<file path="src/rtl/ra_pkg.sv">
package ra_pkg;

    typedef enum logic [1:0] {
        OP_ALU   = 2'b00,
        OP_LOAD  = 2'b01,
        OP_STORE = 2'b10,
        OP_NOP   = 2'b11
    } op_kind_e;

    typedef struct packed {
        logic writes;
        logic uses_a;
        logic uses_b;
        logic is_load;
        logic is_store;
    } op_dec_t;

    function automatic op_dec_t decode_op(input op_kind_e k);
        op_dec_t d;
        d = '0;
        unique case (k)
            OP_ALU:   begin d.writes = 1'b1; d.uses_a = 1'b1; d.uses_b = 1'b1; end
            OP_LOAD:  begin d.writes = 1'b1; d.uses_a = 1'b1; d.is_load = 1'b1; end
            OP_STORE: begin d.uses_a = 1'b1; d.is_store = 1'b1; end
            default:  d = '0;
        endcase
        return d;
    endfunction

endpackage

</file>
<file path="src/rtl/ra_mode_fsm.sv">
module ra_mode_fsm #(
    parameter int PC_W = 32
) (
    input  logic            clk,
    input  logic            rst,
    input  logic            head_miss,
    input  logic [PC_W-1:0] head_pc,
    input  logic            miss_ret,
    output logic            mode,
    output logic            enter,
    output logic            leave,
    output logic [PC_W-1:0] saved_pc
);
    logic            mode_q;
    logic [PC_W-1:0] pc_q;

    // A return in the same cycle as the miss cancels entry outright.
    assign enter = head_miss & ~mode_q & ~miss_ret;
    assign leave = mode_q & miss_ret;

    always_ff @(posedge clk) begin
        if (rst) begin
            mode_q <= 1'b0;
            pc_q   <= '0;
        end else if (leave) begin
            mode_q <= 1'b0;
        end else if (enter) begin
            mode_q <= 1'b1;
            pc_q   <= head_pc;
        end
    end

    assign mode     = mode_q;
    assign saved_pc = pc_q;
endmodule

</file>
<file path="src/rtl/ra_inv_track.sv">
module ra_inv_track #(
    parameter int IDX_W = 4
) (
    input  logic             clk,
    input  logic             rst,
    input  logic             clr_all,
    input  logic             set_miss,
    input  logic [IDX_W-1:0] miss_idx,
    input  logic             wr_en,
    input  logic [IDX_W-1:0] wr_idx,
    input  logic             wr_inv,
    input  logic [IDX_W-1:0] rd_a,
    input  logic [IDX_W-1:0] rd_b,
    output logic             inv_a,
    output logic             inv_b
);
    localparam int NREG = 1 << IDX_W;

    logic [NREG-1:0] inv_vec;

    for (genvar i = 0; i < NREG; i++) begin : g_reg
        logic flag_q;
        always_ff @(posedge clk) begin
            if (rst || clr_all) begin
                flag_q <= 1'b0;
            end else if (set_miss && miss_idx == IDX_W'(i)) begin
                flag_q <= 1'b1;
            end else if (wr_en && wr_idx == IDX_W'(i)) begin
                flag_q <= wr_inv;
            end
        end
        assign inv_vec[i] = flag_q;
    end

    assign inv_a = inv_vec[rd_a];
    assign inv_b = inv_vec[rd_b];
endmodule

</file>
<file path="src/rtl/ra_issue.sv">
module ra_issue
    import ra_pkg::*;
(
    input  logic       mode,
    input  logic       vld,
    input  logic [1:0] kind,
    input  logic       inv_a,
    input  logic       inv_b,
    output logic       pf_req,
    output logic       drop,
    output logic       arch_we,
    output logic       spec_we,
    output logic       mem_wr,
    output logic       inv_wr_en,
    output logic       inv_wr_val
);
    op_dec_t dec;
    logic    src_bad;

    always_comb begin
        dec        = decode_op(op_kind_e'(kind));
        src_bad    = (dec.uses_a & inv_a) | (dec.uses_b & inv_b);
        pf_req     = mode & vld & dec.is_load & ~src_bad;
        drop       = mode & vld & src_bad;
        arch_we    = ~mode & vld & dec.writes;
        spec_we    = mode & vld & dec.writes & ~src_bad;
        mem_wr     = ~mode & vld & dec.is_store;
        inv_wr_en  = mode & vld & dec.writes;
        inv_wr_val = src_bad;
    end
endmodule

</file>
<file path="src/rtl/runahead_ctl.sv">
module runahead_ctl #(
    parameter int PC_W   = 32,
    parameter int ADDR_W = 32,
    parameter int IDX_W  = 4
) (
    input  logic              clk,
    input  logic              rst,
    input  logic              head_miss_i,
    input  logic [PC_W-1:0]   head_pc_i,
    input  logic [IDX_W-1:0]  miss_dst_i,
    input  logic              miss_ret_i,
    input  logic              inst_vld_i,
    input  logic [1:0]        inst_kind_i,
    input  logic [IDX_W-1:0]  src_a_i,
    input  logic [IDX_W-1:0]  src_b_i,
    input  logic [IDX_W-1:0]  dst_i,
    input  logic [ADDR_W-1:0] addr_i,
    output logic              ra_mode_o,
    output logic              ckpt_o,
    output logic              restore_o,
    output logic [PC_W-1:0]   redirect_pc_o,
    output logic              pf_req_o,
    output logic [ADDR_W-1:0] pf_addr_o,
    output logic              drop_o,
    output logic              arch_we_o,
    output logic              spec_we_o,
    output logic              mem_wr_o
);
    logic mode, enter, leave;
    logic inv_a, inv_b;
    logic inv_wr_en, inv_wr_val;

    ra_mode_fsm #(.PC_W(PC_W)) u_fsm (
        .clk      (clk),
        .rst      (rst),
        .head_miss(head_miss_i),
        .head_pc  (head_pc_i),
        .miss_ret (miss_ret_i),
        .mode     (mode),
        .enter    (enter),
        .leave    (leave),
        .saved_pc (redirect_pc_o)
    );

    ra_inv_track #(.IDX_W(IDX_W)) u_inv (
        .clk     (clk),
        .rst     (rst),
        .clr_all (leave),
        .set_miss(enter),
        .miss_idx(miss_dst_i),
        .wr_en   (inv_wr_en),
        .wr_idx  (dst_i),
        .wr_inv  (inv_wr_val),
        .rd_a    (src_a_i),
        .rd_b    (src_b_i),
        .inv_a   (inv_a),
        .inv_b   (inv_b)
    );

    ra_issue u_issue (
        .mode      (mode),
        .vld       (inst_vld_i),
        .kind      (inst_kind_i),
        .inv_a     (inv_a),
        .inv_b     (inv_b),
        .pf_req    (pf_req_o),
        .drop      (drop_o),
        .arch_we   (arch_we_o),
        .spec_we   (spec_we_o),
        .mem_wr    (mem_wr_o),
        .inv_wr_en (inv_wr_en),
        .inv_wr_val(inv_wr_val)
    );

    assign ra_mode_o = mode;
    assign ckpt_o    = enter;
    assign restore_o = leave;
    assign pf_addr_o = addr_i;
endmodule

</file>
<file path="config.mk">
export PLATFORM = sky130hd
export DESIGN_NAME = runahead_ctl
export DESIGN_NICKNAME = d
export VERILOG_FILES = /design/src/rtl/ra_pkg.sv /design/src/rtl/ra_mode_fsm.sv /design/src/rtl/ra_inv_track.sv /design/src/rtl/ra_issue.sv /design/src/rtl/runahead_ctl.sv
export SDC_FILE = /design/constraint.sdc
export NUM_CORES = 1
export LEC_CHECK = 0
export ABC_AREA = 0
export BUFFER_PORTS_ARGS = -buffer_cell sky130_fd_sc_hd__buf_4
export CORE_MARGIN = 2
export CORE_UTILIZATION = 46
export DETAILED_ROUTE_END_ITERATION = 10
export GPL_TIMING_DRIVEN = 0
export MAX_ROUTING_LAYER = met4
export PLACE_DENSITY = 0.94
export SLEW_MARGIN = 20
export SYNTH_ARGS = -nofsm -noshare
export SYNTH_HDL_FRONTEND = slang
export SYNTH_SLANG_ARGS = --single-unit
</file>
<file path="constraint.sdc">
create_clock -name clk -period 5.6 [get_ports clk]
set_input_delay 1.4 -clock clk [delete_from_list [all_inputs] [get_ports clk]]
set_output_delay 1.4 -clock clk [all_outputs]
set_load 0.05 [all_outputs]
</file>
After elaboration in Yosys (flattened, before gate mapping)
Index checks and enable logic that the tools add are counted.
{ "totals": {"reg_bits": 49, "latchBits": 0, "ram_bits": 0, "mem_bits_ro": 0, "out_inout_bits": 72, "word_cells": 168, "mem_count": 0} }
{ "op_classes": {"n_addsub": 0, "multipliers": 0, "div": 0, "magnitude_cmp": 2, "eq_ne": 32, "shifts": 0, "n_mux": 41, "bitwise_logic": 19, "reduce_logical": 56} }
{ "ops": {"columns": ["op", "count"], "rows": [
  ["4-bit equality test (second input constant)", 16],
  ["1-bit two-way mux", 39],
  ["4-bit by 3-bit equality test with 1-bit output (second input constant)", 8],
  ["1-bit logical AND", 32],
  ["2-bit nonzero test", 16],
  ["4-bit by 2-bit equality test with 1-bit output (second input constant)", 4],
  ["1-bit AND", 14],
  ["4-bit by 5-bit less-than comparator with 1-bit output (second input constant)", 2],
  ["1-bit binary-select mux with 4-bit select", 2],
  ["4-bit by 1-bit equality test with 1-bit output (second input constant)", 2],
  ["4-bit logical NOT", 2],
  ["1-bit NOT", 4],
  ["2-bit OR reduction", 2],
  ["3-bit OR reduction", 1],
  ["2-bit by 1-bit equality test with 1-bit output (second input constant)", 1],
  ["2-bit equality test (second input constant)", 1],
  ["2-bit logical NOT", 1],
  ["2-bit AND reduction", 1],
  ["1-bit logical OR", 1],
  ["1-bit OR", 1]
]} }

Depth between registers and ports, before layout
Gate-level depths: netlist (run 1).
{ "depth": {"word_depth": 7, "depth_mapped": 8} }

Cells and area by module
A second synthesis (run 1) with hierarchy kept.
{ "unflattened": {"cells_unflattened": 310, "hier_area_um2": 2929.1} }
{ "modules_own_cells": {"columns": ["module", "instances", "cells_each", "area_per_inst_um2"], "rows": [
  ["ra_mode_fsm", 1, 144, 1508.9],
  ["ra_inv_track", 1, 123, 1106.1],
  ["runahead_ctl", 1, 32, 240.2],
  ["ra_issue", 1, 11, 73.8]
]} }

Least setup slack after synthesis (run 1)
No wires, ideal clock.
{ "synth_path": {"path_kind": "input port to output port", "startpoint": "input port src_a_i[2]", "endpoint": "output port pf_req_o", "arrival_ps": 4408, "path_slack_ps": -208, "cell_stages": 5, "path_cell_list": "mux4_1 mux2i_1 mux2i_1 nor4_1 and2_1"} }
{ "synth_between": {"elab_chain_len": 6} }
{ "synth_lines": {"columns": ["element", "line_no", "text"], "rows": [
  ["start: declaration", "runahead_ctl.sv:14", "input logic [IDX_W-1:0] src_a_i,"],
  ["1-bit binary-select mux with 4-bit select", "ra_inv_track.sv:35", "assign inv_a = inv_vec[rd_a];"],
  ["1-bit two-way mux (implied by the code)", "ra_inv_track.sv:35", null],
  ["1-bit AND", "ra_issue.sv:22", "src_bad = (dec.uses_a & inv_a) | (dec.uses_b & inv_b);"],
  ["1-bit OR", "ra_issue.sv:22", null],
  ["1-bit NOT", "ra_issue.sv:23", "pf_req = mode & vld & dec.is_load & ~src_bad;"],
  ["1-bit AND", "ra_issue.sv:23", null],
  ["end: declaration", "runahead_ctl.sv:22", "output logic pf_req_o,"]
]} }
Every way passes these cells. The select of a mux whose other input is x is not followed.

Worst setup path in the final report (run 1)
{ "layout_path": {"startpoint": "input port src_a_i[2]", "endpoint": "output port drop_o"} }
{ "layout_between": {"elab_chain_len": 5} }
{ "layout_lines": {"columns": ["element", "line_no", "text"], "rows": [
  ["1-bit binary-select mux with 4-bit select", "ra_inv_track.sv:35", null],
  ["1-bit two-way mux (implied by the code)", "ra_inv_track.sv:35", null],
  ["1-bit AND", "ra_issue.sv:22", null],
  ["1-bit OR", "ra_issue.sv:22", null],
  ["1-bit AND", "ra_issue.sv:24", "drop = mode & vld & src_bad;"],
  ["end: declaration", "runahead_ctl.sv:24", "output logic drop_o,"]
]} }
Every way passes these cells. The select of a mux whose other input is x is not followed.

==> results.toml, run 1 <==
[place]
gp_congestion = 0.8996
portBuffers = 124
dp_cells = 505
dp_hpwl_mm = 5.577

[run]
drv_cap = 0

[sta]
finalHoldViolCount = 0
setup_viol = 0
rsz0062_at_grt = "false"
fin_setup_tns_ns = 0
drv_slew = 0
worst_pin_slew_ns = 0.5478
fmaxAchievable_mhz = 219.0
finalCriticalPeriod_ns = 4.567
skew_ns = 0.006998
period_share_pct = 81.54
holdWs_ns = 0.4607
relSlewSlack_pct = 63.41

[floorplan]
io_pins = 159
die_y_um = 78.36
initial_core_util_pct = 46.77
dieWidth_um = 78.36
die_area_sq_um = 6140
core_sq_um = 5439
row_count = 27

[synth]
ys_warn_count = 0
synth_area_sq_um = 2544
synth_nets = 396
synth_seq_cells = 49
synth_cell_type_count = 35
syn_inst = 309
synth_area_per_cell_sq_um = 8.232
ys_seq_area_share_pct = 38.56

[finish]
final_core_util_pct = 67.59
diodes = 0
multi_input_area_sq_um = 1251
layoutNonFillerInstCount = 513
area_delta_synth_final_pct = 44.52
final_nets = 527
drive_above_1_share_pct = 41.50
nFillCells = 435
regArea_sq_um = 980.9

[clock_tree]
cts.repair.resized = 0
cts_sinks = 49
post-cts-setup-buffers = 0
cts_tree = "done"
cts_max_level = 2
cts_hold_buffers = 0
insertion_delay_ns = 0.29
numCtsBuffers = 5
cts_max_path_buffers = 2
cts_root_buf = "clkbuf_8"
clkSlewWorstSetupHoldPaths_ns = 0.09

[worst_setup_path]
worstSetupPathType = "in2out"
cp-start-kind = "input pin"
cp.arrival_ns = 3.17
path_max_fanout = 8
crit_required_ns = 4.20
end_kind = "primary output"

[route]
firstDrtPassIters = 4
vias = 2639
viasPerCell = 5.144
drt_wl_total_mm = 6.976
wl_per_cell_um = 13.60
drt_iter0_drc = 239
drc_errors = 0
ant_nets = 0

[power]
leakage_nw = 1.677
powerDensity_nw_per_um2 = 225.2
vdd_ir_drop_max_v = 0.0002051

[global_routing]
grt_pass1_vias = 2534
antenna_found_initial = 0
grt_start_max_net_pins = 16
grt_pass1_wl_mm = 11.23
grtUsageTotal_pct = 23.16
grt_overflow = 0

[min_path]
hp-class = "reg2reg"

[outcome]
status = "finished clean"
flip-flops by register name, summed over array words and instances (netlist names):
register	cells
u_inv.g.flag_q	16
u_fsm.saved_pc	32
u_fsm.mode	1
cell families (layout without fill, tap and decap cells):
logic type / count (synthesis) / after routing / share of synthesized area [%]
and+or+nand+nor: 129 / 129 / 22.72
AOI/OAI and AO/OA: 69 / 69 / 17.76
buffers and inverters: 50 / 182 / 12.49
DFF: 49 / 49 / 38.56
muxes: 12 / 12 / 8.461
cell type report:
type                       instances  share of cell area, %
tap                               72                  2.451
buffer                            47                  8.339
sequential                        49                  26.68
clock inverter                     1                 0.2383
inverter                           3                 0.3063
multi-input combinational        210                  34.04
timing repair buffer             124                  25.32
clock buffer                       7                  2.621
cells in the mapped netlist:
cell type	n	area [sq um]
a2111oi_0	1	8.760
a2111oi_2	1	15.01
a21oi_1	38	190.2
a21oi_2	10	87.58
a311o_1	1	10.01
a311oi_2	1	15.01
and2_1	2	12.51
buf_2	2	10.01
buf_4	32	240.2
buf_6	1	11.26
clkbuf_1	12	45.04
clkinv_1	1	3.750
dfxtp_1	49	980.9
inv_1	2	7.510
mux2_2	1	11.26
mux2i_1	5	50.05
mux4_1	5	131.4
mux4_2	1	22.52
nand2_1	68	255.2
nand2b_1	5	31.28
nand3_1	3	15.01
nand3b_1	2	15.01
nand4_1	1	6.260
nand4b_1	1	8.760
nor2_1	27	101.4
nor2b_1	4	25.02
nor3_1	9	45.04
nor3_4	1	16.27
nor3b_1	2	15.01
nor4_1	1	6.260
nor4bb_1	1	10.01
o21ai_0	1	5.000
o31ai_1	16	120.1
or3_1	1	6.260
or3b_1	1	8.760
power breakdown:
group	leakage [nW]	internal [mW]	switching, mW	total (mW)
logic	1.22	0.0883	0.147	0.235
clock network	0.0549	0.114	0.111	0.225
registers	0.399	0.361	0.00706	0.368
worst max-delay path, cell delays in order:
cell and delay, ns:
buf_4 0.12, mux4_1 0.56, mux2i_1 0.14, mux2i_1 0.18
nor3_4 0.41, o21ai_0 0.16, buf_4 0.21
layer usage:
metal	global-route usage [%]	wire, um	up-vias
met2	39.91	3479	131
li1	-	-	1299
met5	-	0	-
met4	7.193	98	0
met3	7.356	698	11
met1	25.65	2700	1198
through the flow:
| stage | instance area [sq um] | setup slack [ns] | total power [mW] |
|---|---|---|---|
| finish | 3676 | 1.034 | 0.8280 |
| CTS | 3676 | 1.016 | 0.8364 |
| detailed placement | 3571 | 1.025 | 0.6105 |
| global route | 3676 | 0.8969 | 0.8640 |
| global placement | 3571 | 1.057 | 0.6065 |
| floorplan | 2550 | 0.4054 | 0.5258 |
worst paths after layout:
path / startpoint / endpoint / depth (start not counted) / slack (ns)
worst min-delay path: u_fsm.saved_pc[0] / u_fsm.saved_pc[0] / 2 / 0.46
worst min register to register: u_fsm.saved_pc[0] / u_fsm.saved_pc[0] / 2 / 0.46
worst max-delay path: src_a_i[2] / drop_o / 7 / 1.03
worst max register to register: u_fsm.mode / u_inv.g_reg[5].flag_q / 8 / 3.34
layout by cell type, fill, tap and decap left out, drive strengths merged, types with 2 or more instances in the layout:
cell and count:
clkbuf 19, nor3 10, o31ai 16, nand3b 2
nor3b 2, nand2 68, inv 3, a21oi 48
dfxtp 49, nor2b 4, nand3 3, and2 2
mux2i 5, a2111oi 2, nor2 27, buf 159
nand2b 5, mux4 6
(Power assumes the default switching activity.)
==> run 2, diff against run 1 <==
- CORE_UTILIZATION: 46 -> 39
- PLACE_DENSITY: 0.94 -> 0.86
- clock period: 5.6 -> 4.2 ns (I/O delays scaled with it)
==> run 2 against run 1 <==
Net effect: wire length rose by 2.3%; largest cell class unchanged; die area rose by 17%; final area did not move; sequential share of layout area did not move; highest routed layer unchanged.
==> results.toml, run 2 (synthesized netlist as in run 1, its figures left out) <==
[outcome]
status = "finished clean"

[clock_tree]
clkSlewWorstSetupHoldPaths_ns = 0.09
numCtsBuffers = 5
cts.repair.resized = 0
cts_tree = "done"
post-cts-setup-buffers = 0
cts_max_path_buffers = 2
cts_hold_buffers = 0
cts_max_level = 2
cts_sinks = 49
insertion_delay_ns = 0.30
cts_root_buf = "clkbuf_8"

[sta]
setup_viol = 0
finalHoldViolCount = 0
period_share_pct = 92.30
worst_pin_slew_ns = 0.6438
fin_setup_tns_ns = 0
drv_slew = 0
relSlewSlack_pct = 56.99
skew_ns = 0.006298
fmaxAchievable_mhz = 257.9
rsz0062_at_grt = "false"
finalCriticalPeriod_ns = 3.877
holdWs_ns = 0.4593

[finish]
final_core_util_pct = 58.22
regArea_sq_um = 980.9
final_nets = 527
mostFrequentLayoutCells = "buf_4 (156), nand2_1 (68), dfxtp_1 (49)"
largest_reg_flops = 32
diodes = 0
multi_input_area_sq_um = 1260
drive_above_1_share_pct = 41.50
nFillCells = 571
final_common_cell = "buf_4"
area_delta_synth_final_pct = 44.52

[route]
wl_per_cell_um = 13.77
viasPerCell = 5.058
vias = 2620
firstDrtPassIters = 4
drt_wl_total_mm = 7.135
drt_iter0_drc = 110
drc_errors = 0
ant_nets = 0

[worst_setup_path]
crit_required_ns = 3.15
critPathMaxStageDelay_ns = 0.56
cp-start-kind = "input pin"
r2r_start = "u_fsm.mode"
critPathCapture = "drop_o"
worst-path-stages = 7
end_kind = "primary output"
cpMaxStageDelayCell = "mux4_1"
path_max_fanout = 8
path_buf_inv = 2
worstSetupPathType = "in2out"
worst-r2r-setup-slack_ns = 2.04
cp_cell_sequence = "buf_4, mux4_1, mux2i_1, mux2i_1, nor3_4, o21ai_1, buf_4"
reg2regPathDepth = 8
cp-startpoint = "src_a_i[2]"
r2r-end = "u_inv.g_reg[5].flag_q"
critical-path-top-delay-family = "multiplexers"
cp.arrival_ns = 2.83

[global_routing]
grt_overflow = 0
grt_pass1_vias = 2525
antenna_found_initial = 0
grt_pass1_wl_mm = 11.38
grt_start_max_net_pins = 17
grtUsageTotal_pct = 19.81

[floorplan]
io_pins = 159
initial_core_util_pct = 40.29
core_sq_um = 6314
row_count = 29
dieWidth_um = 84.76
die_area_sq_um = 7184
die_y_um = 84.76

[place]
portBuffers = 124
dp_hpwl_mm = 5.781
gp_congestion = 0.9083

[run]
drv_cap = 0

[power]
leakage_nw = 1.667
powerDensity_nw_per_um2 = 294.2
vdd_ir_drop_max_v = 0.0002353

[min_path]
hp-class = "reg2reg"
-- run 2: area by class of cell --
| cell class | instances | share of cell area [%] |
|---|---|---|
| plain buffers | 47 | 8.339 |
| multi-input cells | 210 | 34.28 |
| inverters | 3 | 0.3063 |
| clock inverters | 3 | 0.5786 |
| well taps | 77 | 2.621 |
| clock buffers | 5 | 1.872 |
| repair buffers | 124 | 25.32 |
| flip-flops and latches | 49 | 26.68 |
-- run 2: per-stage QoR --
stage               std cells  cell area, sq um  worst slack, ns  total power, mW
floorplan                 309              2559          0.02451           0.7016
global placement          510              3586           0.3573           0.8094
detailed placement        510              3586           0.3203           0.8150
CTS                       518              3676           0.3135            1.094
global route              518              3676           0.2060            1.132
finish                    518              3676           0.3232            1.082
-- run 2: worst min path at each step --
stage | depth (start not counted) | slack, ns | end | start
final | 2 | 0.46 | u_fsm.saved_pc[5] | u_fsm.saved_pc[5]
after global routing | 2 | 0.48 | u_fsm.saved_pc[5] | u_fsm.saved_pc[5]
after CTS | 2 | 0.46 | u_fsm.saved_pc[5] | u_fsm.saved_pc[5]
after detailed placement | 2 | 0.45 | u_fsm.saved_pc[5] | u_fsm.saved_pc[5]
after global placement | 2 | 0.44 | u_fsm.saved_pc[5] | u_fsm.saved_pc[5]
after floorplan | 2 | 0.50 | u_inv.g_reg[13].flag_q | u_inv.g_reg[13].flag_q
-- run 2: worst register-to-register path, stage by stage (launching register included) --
cell      delay, ns
dfxtp_1        0.34
clkbuf_1       0.31
or3b_1         0.18
clkbuf_1       0.27
clkinv_1       0.32
nand3b_1       0.25
nor2_1         0.08
o31ai_1        0.26
a21oi_2        0.05
-- run 2: power by group --
group	internal [mW]	switching (mW)
sequential	0.481	0.00920
clock	0.118	0.160
combinational	0.118	0.195
total	0.717	0.365
-- run 2: metal layers --
metal	share of wire [%]	wire length (um)	GRT usage, %
met2	48	3454	33.29
met4	0.97	69	4.329
met5	0	0	-
met3	11	754	6.588
met1	40	2857	23.10
==> run 3, diff against run 2 <==
- PLACE_DENSITY: 0.86 -> 0.77
==> run 3 against run 2 <==
Net effect: register-to-register slack better by 0.02 ns; sequential share of layout area down 0.31 points; critical endpoint unchanged; via count up 0.15%; sequential cell count unchanged; setup slack worse by 0.015 ns; critical path depth unchanged; final area up 1.2%; clock skew down 0.0024 ns.
==> results.toml, run 3 (synthesized netlist as in run 1, its figures left out) <==
[clock_tree]
cts_hold_buffers = 0
cts.repair.resized = 0
insertion_delay_ns = 0.30
cts_root_buf = "clkbuf_8"
cts_max_path_buffers = 2
post-cts-setup-buffers = 0
cts_tree = "done"
cts_max_level = 2
cts_sinks = 49
numCtsBuffers = 5
clkSlewWorstSetupHoldPaths_ns = 0.08

[worst_setup_path]
path_max_fanout = 8
reg2regPathDepth = 8
r2r_start = "u_fsm.mode"
worst-r2r-setup-slack_ns = 2.06
critPathCapture = "drop_o"
cp.arrival_ns = 2.84
crit_required_ns = 3.15
cp-start-kind = "input pin"
end_kind = "primary output"
worstSetupPathType = "in2out"
cp-startpoint = "src_a_i[2]"
r2r-end = "u_inv.g_reg[8].flag_q"

[route]
ant_nets = 0
drt_iter0_drc = 184
firstDrtPassIters = 4
wl_per_cell_um = 13.44
drt_wl_total_mm = 6.962
drc_errors = 0
vias = 2624
viasPerCell = 5.066

[global_routing]
grt_overflow = 0
grt_pass1_wl_mm = 11.32
antenna_found_initial = 0
grt_start_max_net_pins = 16
grt_pass1_vias = 2499
grtUsageTotal_pct = 19.88

[power]
power_frac_seq_pct = 41.2
switching_share_pct = 29.80
combinationalPowerShare_pct = 26.3
pwr-share-clk_pct = 32.5
switchingPower_mw = 0.3544
vdd_ir_drop_max_v = 0.0002995
leakage_nw = 1.690
p_int_mw = 0.8349
powerDensity_nw_per_um2 = 319.7

[sta]
setup_viol = 0
fmaxAchievable_mhz = 256.9
holdWs_ns = 0.4585
rsz0062_at_grt = "false"
relSlewSlack_pct = 58.27
period_share_pct = 92.66
fin_setup_tns_ns = 0
worst_pin_slew_ns = 0.6101
finalCriticalPeriod_ns = 3.892
finalHoldViolCount = 0
drv_slew = 0
skew_ns = 0.003855

[finish]
largest_reg_flops = 32
final_nets = 527
area_delta_synth_final_pct = 46.24
mostFrequentLayoutCells = "buf_4 (156), nand2_1 (68), dfxtp_1 (49)"
drive_above_1_share_pct = 41.50
final_area_sq_um = 3720
layoutNonFillerInstCount = 518
diodes = 0
final_common_cell = "buf_4"

[floorplan]
row_count = 29
core_sq_um = 6314
die_area_sq_um = 7184
io_pins = 159
dieWidth_um = 84.76
initial_core_util_pct = 40.29
die_y_um = 84.76

[place]
portBuffers = 124
placed_area_sq_um = 3586
dp_cells = 510
gp_congestion = 0.8941
dp_hpwl_mm = 5.666

[outcome]
status = "finished clean"

[run]
drv_cap = 0

[min_path]
hp-class = "reg2reg"
==> run 3: metal layers <==
layer / track usage [%] / vias up / wire length, um
met5: - / - / 0
met4: 6.349 / 0 / 99
met1: 24.22 / 1207 / 2878
met3: 5.998 / 8 / 677
met2: 31.64 / 112 / 3306
li1: - / 1297 / -
==> run 3: how the worst min path moves through the flow <==
stage,start,end,slack [ns],cells after the start
after global routing,u_fsm.saved_pc[17],u_fsm.saved_pc[17],0.49,2
after floorplan,u_inv.g_reg[13].flag_q,u_inv.g_reg[13].flag_q,0.50,2
after CTS,u_fsm.saved_pc[25],u_fsm.saved_pc[25],0.46,2
after detailed placement,u_fsm.saved_pc[25],u_fsm.saved_pc[25],0.45,2
final,u_fsm.saved_pc[30],u_fsm.saved_pc[30],0.46,2
after global placement,u_fsm.saved_pc[22],u_fsm.saved_pc[22],0.44,2
==> run 3: area by class of cell <==
| cell class | count | area (sq um) |
|---|---|---|
| Multi-Input combinational cell | 210 | 1260 |
| Clock inverter | 3 | 65.06 |
| Fill cell | 566 | 2594 |
| Timing Repair Buffer | 124 | 930.9 |
| Buffer | 47 | 306.5 |
| Inverter | 3 | 11.26 |
| Tap cell | 77 | 96.34 |
| Clock buffer | 5 | 68.82 |
| Sequential cell | 49 | 980.9 |
==> run 3: worst max-delay path, cell delays in order <==
cell	delay, ns
buf_4	0.12
mux4_1	0.56
mux2i_1	0.16
mux2i_1	0.20
nor3_4	0.43
o21ai_1	0.13
buf_4	0.20
==> run 3: stage by stage <==
stage	power (mW)	utilization [%]	worst slack, ns
after floorplan	0.7016	-	0.02451
after global placement	0.8105	56.80	0.3326
after detailed placement	0.8146	56.80	0.2886
after CTS	1.201	58.92	0.2848
after global routing	1.243	58.92	0.1951
final	1.189	58.92	0.3081
==> run 3: power groups by stage <==
stage,Combinational (mW),Clock [mW],Sequential (mW)
2_1_floorplan,0.152,0,0.549
3_3_place_gp,0.311,0,0.500
3_5_place_dp,0.314,0,0.501
4_1_cts,0.314,0.396,0.490
5_1_grt,0.330,0.420,0.492
6_report,0.312,0.387,0.490
